<file path="src/rtl/wbc_pkg.sv">
package wbc_pkg;

    typedef enum logic [1:0] {
        C_LOOK = 2'd0,
        C_FILL = 2'd1,
        C_DONE = 2'd2
    } cpu_state_e;

    typedef enum logic [1:0] {
        P_IDLE  = 2'd0,
        P_FILL  = 2'd1,
        P_DRAIN = 2'd2
    } port_state_e;

endpackage

</file>
<file path="src/rtl/wbc_match.sv">
module wbc_match #(
    parameter int LINES = 2,
    parameter int TAG_W = 4,
    parameter int WAY_W = 1
) (
    input  logic [LINES-1:0]            valid,
    input  logic [LINES-1:0][TAG_W-1:0] tags,
    input  logic [TAG_W-1:0]            look_tag,
    output logic                        hit,
    output logic [WAY_W-1:0]            hit_way
);
    always_comb begin
        hit     = 1'b0;
        hit_way = '0;
        for (int i = 0; i < LINES; i++) begin
            if (valid[i] && tags[i] == look_tag) begin
                hit     = 1'b1;
                hit_way = WAY_W'(i);
            end
        end
    end
endmodule

</file>
<file path="src/rtl/wbc_lru.sv">
module wbc_lru #(
    parameter int LINES = 2,
    parameter int WAY_W = 1
) (
    input  logic             clk,
    input  logic             rst,
    input  logic             touch,
    input  logic [WAY_W-1:0] touch_way,
    input  logic [LINES-1:0] valid,
    output logic [WAY_W-1:0] victim
);
    // age 0 = most recent, LINES-1 = least recent; ages stay a permutation
    logic [WAY_W-1:0] age [LINES];

    always_ff @(posedge clk) begin
        if (rst) begin
            for (int i = 0; i < LINES; i++) age[i] <= WAY_W'(i);
        end else if (touch) begin
            for (int i = 0; i < LINES; i++) begin
                if (WAY_W'(i) == touch_way)
                    age[i] <= '0;
                else if (age[i] < age[touch_way])
                    age[i] <= age[i] + 1'b1;
            end
        end
    end

    always_comb begin
        logic found;
        found  = 1'b0;
        victim = '0;
        for (int i = 0; i < LINES; i++) begin
            if (!valid[i] && !found) begin
                victim = WAY_W'(i);
                found  = 1'b1;
            end
        end
        if (!found) begin
            for (int i = 0; i < LINES; i++) begin
                if (age[i] == WAY_W'(LINES - 1)) victim = WAY_W'(i);
            end
        end
    end
endmodule

</file>
<file path="src/rtl/wbc_evq.sv">
module wbc_evq #(
    parameter int TAG_W  = 4,
    parameter int DATA_W = 16,
    parameter int DEPTH  = 2
) (
    input  logic              clk,
    input  logic              rst,
    input  logic              push,
    input  logic [TAG_W-1:0]  push_tag,
    input  logic [DATA_W-1:0] push_data,
    input  logic              pop,
    output logic [TAG_W-1:0]  head_tag,
    output logic [DATA_W-1:0] head_data,
    output logic              full,
    output logic              empty,
    input  logic [TAG_W-1:0]  look_tag,
    output logic              look_hit,
    output logic [DATA_W-1:0] look_data
);
    localparam int PTR_W = $clog2(DEPTH);
    localparam int CNT_W = $clog2(DEPTH + 1);

    logic [TAG_W-1:0]  e_tag  [DEPTH];
    logic [DATA_W-1:0] e_data [DEPTH];
    logic [PTR_W-1:0]  rd_ptr, wr_ptr;
    logic [CNT_W-1:0]  count;

    assign full      = (count == CNT_W'(DEPTH));
    assign empty     = (count == '0);
    assign head_tag  = e_tag[rd_ptr];
    assign head_data = e_data[rd_ptr];

    always_ff @(posedge clk) begin
        if (rst) begin
            rd_ptr <= '0;
            wr_ptr <= '0;
            count  <= '0;
            for (int i = 0; i < DEPTH; i++) begin
                e_tag[i]  <= '0;
                e_data[i] <= '0;
            end
        end else begin
            if (push) begin
                e_tag[wr_ptr]  <= push_tag;
                e_data[wr_ptr] <= push_data;
                wr_ptr <= (wr_ptr == PTR_W'(DEPTH - 1)) ? '0 : wr_ptr + 1'b1;
            end
            if (pop)
                rd_ptr <= (rd_ptr == PTR_W'(DEPTH - 1)) ? '0 : rd_ptr + 1'b1;
            if (push && !pop)
                count <= count + 1'b1;
            else if (pop && !push)
                count <= count - 1'b1;
        end
    end

    // scan oldest to newest so the newest match wins
    always_comb begin
        look_hit  = 1'b0;
        look_data = '0;
        for (int k = 0; k < DEPTH; k++) begin
            int idx;
            idx = int'(rd_ptr) + k;
            if (idx >= DEPTH) idx = idx - DEPTH;
            if (k < int'(count) && e_tag[idx] == look_tag) begin
                look_hit  = 1'b1;
                look_data = e_data[idx];
            end
        end
    end
endmodule

</file>
<file path="src/rtl/wb_cache.sv">
module wb_cache
    import wbc_pkg::*;
#(
    parameter int ADDR_W = 5,
    parameter int OFF_W  = 1,
    parameter int ITEM_W = 8,
    parameter int LINES  = 2,
    parameter int QDEPTH = 2
) (
    input  logic                                  clk,
    input  logic                                  rst,
    input  logic                                  cpu_req,
    input  logic                                  cpu_we,
    input  logic [ADDR_W-1:0]                     cpu_addr,
    input  logic [ITEM_W-1:0]                     cpu_wdata,
    output logic                                  cpu_done,
    output logic [ITEM_W-1:0]                     cpu_rdata,
    output logic                                  mem_req,
    output logic                                  mem_we,
    output logic [ADDR_W-OFF_W-1:0]               mem_tag,
    output logic [(1<<OFF_W)*ITEM_W-1:0]          mem_wdata,
    input  logic [(1<<OFF_W)*ITEM_W-1:0]          mem_rdata,
    input  logic                                  mem_done
);
    localparam int TAG_W  = ADDR_W - OFF_W;
    localparam int ITEMS  = 1 << OFF_W;
    localparam int LINE_W = ITEMS * ITEM_W;
    localparam int WAY_W  = $clog2(LINES);

    cpu_state_e  cst;
    port_state_e pst;

    logic [LINES-1:0]            lv, ld;
    logic [LINES-1:0][TAG_W-1:0] lt;
    logic [LINE_W-1:0]           ldat [LINES];
    logic [ITEM_W-1:0]           rdata_q;
    logic [WAY_W-1:0]            fill_way;

    logic [TAG_W-1:0]  req_tag;
    logic [OFF_W-1:0]  req_off;
    logic              hit, look;
    logic [WAY_W-1:0]  hit_way, vic;
    logic              need_push, miss_go, look_hit_now;
    logic              q_push, q_pop, q_full, q_empty, q_hit;
    logic [TAG_W-1:0]  q_head_tag;
    logic [LINE_W-1:0] q_head_data, q_hit_data, merged;
    logic              touch, fill_done, fill_wait, port_idle;
    logic [WAY_W-1:0]  touch_way;

    assign req_tag = cpu_addr[ADDR_W-1:OFF_W];
    assign req_off = cpu_addr[OFF_W-1:0];

    wbc_match #(.LINES(LINES), .TAG_W(TAG_W), .WAY_W(WAY_W)) u_match (
        .valid(lv), .tags(lt), .look_tag(req_tag), .hit(hit), .hit_way(hit_way)
    );

    wbc_lru #(.LINES(LINES), .WAY_W(WAY_W)) u_lru (
        .clk(clk), .rst(rst), .touch(touch), .touch_way(touch_way),
        .valid(lv), .victim(vic)
    );

    wbc_evq #(.TAG_W(TAG_W), .DATA_W(LINE_W), .DEPTH(QDEPTH)) u_evq (
        .clk(clk), .rst(rst),
        .push(q_push), .push_tag(lt[vic]), .push_data(ldat[vic]),
        .pop(q_pop), .head_tag(q_head_tag), .head_data(q_head_data),
        .full(q_full), .empty(q_empty),
        .look_tag(req_tag), .look_hit(q_hit), .look_data(q_hit_data)
    );

    // access decisions in the lookup state
    always_comb begin
        look         = (cst == C_LOOK) && cpu_req;
        look_hit_now = look && hit;
        need_push    = lv[vic] && ld[vic];
        miss_go      = look && !hit && !(need_push && q_full);
        q_push       = miss_go && need_push;
        fill_done    = (pst == P_FILL) && mem_done;
        q_pop        = (pst == P_DRAIN) && mem_done;
        fill_wait    = (cst == C_FILL);
        port_idle    = (pst == P_IDLE);
        merged       = ldat[hit_way];
        merged[int'(req_off)*ITEM_W +: ITEM_W] = cpu_wdata;
        touch        = look_hit_now || (miss_go && q_hit) || fill_done;
        touch_way    = look_hit_now ? hit_way : (fill_done ? fill_way : vic);
    end

    always_ff @(posedge clk) begin
        if (rst) begin
            cst      <= C_LOOK;
            lv       <= '0;
            ld       <= '0;
            lt       <= '0;
            fill_way <= '0;
            rdata_q  <= '0;
            for (int i = 0; i < LINES; i++) ldat[i] <= '0;
        end else begin
            case (cst)
                C_LOOK: begin
                    if (look_hit_now) begin
                        rdata_q <= ldat[hit_way][int'(req_off)*ITEM_W +: ITEM_W];
                        if (cpu_we) begin
                            ldat[hit_way] <= merged;
                            ld[hit_way]   <= 1'b1;
                        end
                        cst <= C_DONE;
                    end else if (miss_go) begin
                        ld[vic] <= 1'b0;
                        if (q_hit) begin
                            lv[vic]   <= 1'b1;
                            lt[vic]   <= req_tag;
                            ldat[vic] <= q_hit_data;
                        end else begin
                            lv[vic]  <= 1'b0;
                            fill_way <= vic;
                            cst      <= C_FILL;
                        end
                    end
                end
                C_FILL: begin
                    if (fill_done) begin
                        lv[fill_way]   <= 1'b1;
                        ld[fill_way]   <= 1'b0;
                        lt[fill_way]   <= req_tag;
                        ldat[fill_way] <= mem_rdata;
                        cst            <= C_LOOK;
                    end
                end
                default: cst <= C_LOOK;
            endcase
        end
    end

    // single memory port: fill first, queued writes only when no fill is near
    always_ff @(posedge clk) begin
        if (rst) begin
            pst <= P_IDLE;
        end else begin
            case (pst)
                P_IDLE: begin
                    if (fill_wait)
                        pst <= P_FILL;
                    else if (!q_empty && !miss_go)
                        pst <= P_DRAIN;
                end
                P_FILL, P_DRAIN: if (mem_done) pst <= P_IDLE;
                default: pst <= P_IDLE;
            endcase
        end
    end

    assign mem_req   = (pst != P_IDLE);
    assign mem_we    = (pst == P_DRAIN);
    assign mem_tag   = (pst == P_FILL) ? req_tag : q_head_tag;
    assign mem_wdata = q_head_data;
    assign cpu_done  = (cst == C_DONE);
    assign cpu_rdata = rdata_q;
endmodule

</file>
<file path="config.mk">
export PLATFORM = sky130hd
export DESIGN_NAME = wb_cache
export DESIGN_NICKNAME = d
export VERILOG_FILES = /design/src/rtl/wbc_pkg.sv /design/src/rtl/wbc_match.sv /design/src/rtl/wbc_lru.sv /design/src/rtl/wbc_evq.sv /design/src/rtl/wb_cache.sv
export SDC_FILE = /design/constraint.sdc
export NUM_CORES = 1
export LEC_CHECK = 0
export BUFFER_PORTS_ARGS = -buffer_cell sky130_fd_sc_hd__buf_2
export CORE_MARGIN = 5
export CORE_UTILIZATION = 54
export DETAILED_ROUTE_END_ITERATION = 8
export GPL_TIMING_DRIVEN = 0
export HOLD_SLACK_MARGIN = 0.06
export PLACE_DENSITY = 0.8
export SYNTH_ARGS = -nofsm -noshare
export SYNTH_HDL_FRONTEND = slang
export SYNTH_SLANG_ARGS = --single-unit
</file>
<file path="constraint.sdc">
create_clock -name clk -period 3.8 [get_ports clk]
set_input_delay 0.19 -clock clk [delete_from_list [all_inputs] [get_ports clk]]
set_output_delay 0.19 -clock clk [all_outputs]
set_load 0.01 [all_outputs]
</file>
==> run_results.csv <==
group,metric,value,unit
status,outcome,"complete, no violations",
finish,multi_input_area,0.003262,mm2
logic_synthesis,syn_area,0.006352,mm2
critical_path,arrival,3.60,ns
min_path,hp-class,"input port to register",
critical_path,critPathMaxStageDelay,0.61,ns
clock_network,numCtsBuffers,9,
critical_path,path_cells,"inv_1, ha_1, or3b_2, mux2i_1, nand4_1, a2111oi_4, nor3_1, buf_2, o21bai_4, buf_12",
floorplan,die-area,0.01403,mm2
critical_path,critPathLaunchType,"register",
clock_network,cts_max_path_buffers,2,
logic_synthesis,async_flop_share,0,%
placement,hpwlAfterDp,12830,um
clock_network,h-tree-depth,3,
drt,drc,0,
critical_path,crit_buf_inv,3,
logic_synthesis,yosysSeqAreaShare,44.44,%
clock_network,cts_sinks,104,
finish,fin_cells,801,
logic_synthesis,synth.distinct_cells,59,
clock_network,cts_tree,"yes",
grt,antenna_found_initial,0,
timing,final.setup.tns,0,ns
critical_path,critPathTopFamily,"simple AND/OR/NAND/NOR gates",
clock_network,holdBufCountCts,0,
logic_synthesis,synth_area_leader_cell,"edfxtp_1",
drt,antenna_left,0,
timing,fin_skew,0.01654,ns
grt,grt_overflow_total,0,
placement,dp_cells,783,
run,maxCapViolCount,0,
placement,port_buffers,61,
floorplan,die_w,118.5,um
timing,setup_viol,0,
timing,fin_crit_sh,92.96,%
clock_network,clockRootBuffer,"clkbuf_16",
critical_path,slowest_stage,"a2111oi_4",
power_and_ir_drop,pwr_density_cell,341.7,mW/mm2
timing,period_minus_slack,3.532,ns
logic_synthesis,synth_fp_nets,620,
logic_synthesis,synth_edf_count,74,
min_path,min_delay_path_depth,3,
drt,viasPerCell,6.448,
logic_synthesis,netlist_instances,579,
grt,grt_pass1_vias,5202,
finish,fill_cells,948,
finish,ff_latch_area,0.002823,mm2
logic_synthesis,ys_seq_elements,104,
logic_synthesis,yosys_warnings,0,
drt,totalWireLength,17490,um
logic_synthesis,ys_dominant_reg_cell,"edfxtp_1",
grt,grt_util_all_layers,24.94,%
clock_network,clkTransAtPathRegs,0.07,ns
timing,tightest_slew,1.187,ns
finish,drive_above_1_share,24.47,%
floorplan,die_h,118.5,um
grt,grt_pass1_wl,27670,um
critical_path,criticalPathCategory,"register to register",
placement,gp_congestion,0.9598,
critical_path,endpoint_kind,"register",
finish,fin_nets,695,
timing,hold_viol,0,
critical_path,path_max_fanout,13,
drt,vias,5165,
timing,rsz0062_at_grt,"no",
timing,timing.hold.ws,0.2035,ns
logic_synthesis,synth_area_per_cell,10.97,um2
finish,fin_area,0.007169,mm2
finish,syn_to_final_growth,12.86,%
power_and_ir_drop,p_leak,2.873,nW
drt,wl_per_cell,21.83,um
floorplan,ios,65,
power_and_ir_drop,ir_drop,0.3030,mV
critical_path,cp.required,3.87,ns
timing,timing.final.max_slew_violations,0,
timing,max_freq,283.1,MHz
drt,drt_iter0_drc,642,
critical_path,path_depth,10,
placement,placed_area,0.006844,mm2
power_and_ir_drop,power.total,2.450,mW
logic_synthesis,netlist.area_leader.share,34.98,%
grt,grt_max_degree,21,
logic_synthesis,ys_top_cells_by_area,"edfxtp_1 35%, dfxtp_1 9.5%, mux2i_1 9.0%",
floorplan,num_rows,39,
floorplan,initial_core_util,55.40,%
drt,drt_pass1_iterations,8,
critical_path,worstRegToRegCells,10,
finish,antennaDiodeCount,0,
floorplan,coreArea,0.01147,mm2
timing,max_slew_margin,20.28,%
clock_network,clk_latency,0.37,ns
-- repair_timing --
action	4_1_cts	5_1_grt
gates cloned	0	0
pin swaps	0	2
setup endpoints to repair	32	32
setup buffers	0	3
resized for setup	2	0
-- worst reg2reg max path: stages, from the launching register on --
cell,delay [ns]
dfxtp_1,0.40
inv_1,0.09
ha_1,0.19
or3b_2,0.44
mux2i_1,0.14
nand4_1,0.38
a2111oi_4,0.61
nor3_1,0.32
buf_2,0.31
o21bai_4,0.19
buf_12,0.17
-- routing by layer --
metal  vias up  GRT usage [%]  share of wire (%)
met5         -              0                  0
met4         0          9.142                3.4
met3        47          6.160                7.9
met2       257          41.39                 48
met1      2535          31.75                 40
li1       2326              -                  -
-- final timing paths --
| path | startpoint | to | slack, ns |
|---|---|---|---|
| worst max-delay path | u_evq.count[1] | ldat[0][0] | 0.27 |
| worst min-delay path | cpu_addr[4] | lt[7] | 0.20 |
| worst min register to register | cpu_rdata[3] | cpu_rdata[3] | 0.46 |
| worst max register to register | u_evq.count[1] | ldat[0][0] | 0.27 |
-- power by group --
group	total (mW)	internal [mW]	switching (mW)
Clock	0.866	0.444	0.422
Sequential	1.28	1.25	0.0281
Combinational	0.306	0.125	0.181
Total	2.45	1.82	0.631
-- cell usage after synthesis, drive strengths merged (2+ instances only) --
library cell   n
or3b           2
a2111o        16
nand2b        16
nor3           9
inv           19
a221o          2
nor3b          2
nand3          6
a32oi          4
edfxtp        74
buf           15
mux2i         58
mux2          44
o211a          2
a22o           2
and3           2
clkbuf        32
a221oi         2
a211oi        35
nor2b          8
a22oi         13
nor4           2
a21oi         17
o21ai          9
or2            2
mux4           8
ha             7
xnor2         10
nor2          70
xor2           8
nand2         25
nand3b         2
a211o          4
nand4          2
dfxtp         30
o21bai         5
-- layout by cell type (no fill, tap or decap), types with 3 or more instances in the layout --
cell type  instances
nor2b_1            8
nor2_1            70
edfxtp_1          74
a211o_1            4
dfxtp_1           30
mux2_2            43
clkbuf_1          34
buf_4              3
buf_6              3
xnor2_1           10
buf_2             71
mux2i_1           57
clkbuf_16          9
nand3_1            6
xor2_1             8
nor3_1             8
mux4_2             8
a22oi_2           10
a2111o_1          16
a22oi_1            3
o21bai_1           3
ha_1               7
a21oi_1           17
nand2b_1          16
nand2_1           25
a211oi_1          35
inv_1             19
a32oi_1            4
o21ai_0            7
-- stage by stage --
step                      util, %  setup slack, ns
after global routing        62.52           0.1345
after CTS                   62.11          0.08121
final                       62.52           0.2676
after detailed placement    59.68          -0.1843
after global placement      59.62          -0.6982
after floorplan                 -           0.2251
-- cell type report --
| class | instances | area share [%] |
|---|---|---|
| clock inverter | 4 | 0.4188 |
| sequential | 104 | 39.37 |
| clock buffer | 11 | 3.246 |
| tap | 143 | 2.496 |
| buffer | 47 | 3.054 |
| multi-input combinational | 409 | 45.50 |
| inverter | 19 | 0.9948 |
| timing repair buffer | 64 | 4.921 |
-- cells by family (layout without fill, tap and decap cells) --
logic type / count (synthesis) / count (layout) / share of synthesized area, %
AO/OA/AOI/OAI: 121 / 121 / 15.80
XOR/XNOR: 18 / 18 / 2.482
adder cells (fa/ha/maj): 7 / 7 / 1.379
buffers and inverters: 66 / 145 / 4.570
flip-flops: 104 / 104 / 44.44
multiplexers: 110 / 110 / 19.97
AND/OR/NAND/NOR: 153 / 153 / 11.37
-- registers in the layout (all words and copies together), names as in the netlist, named ones only --
| register | cells |
|---|---|
| u_evq.e_data | 32 |
| lt | 8 |
| u_evq.rd_ptr | 1 |
| u_evq.wr_ptr | 1 |
| u_evq.e_tag | 8 |
| cpu_rdata | 8 |
| u_evq.count | 2 |
| cst | 2 |
| ldat | 32 |
| u_lru.age | 2 |
| fill_way | 1 |
| pst | 2 |
| ld | 2 |
Power figures use the tool's default switching activity.
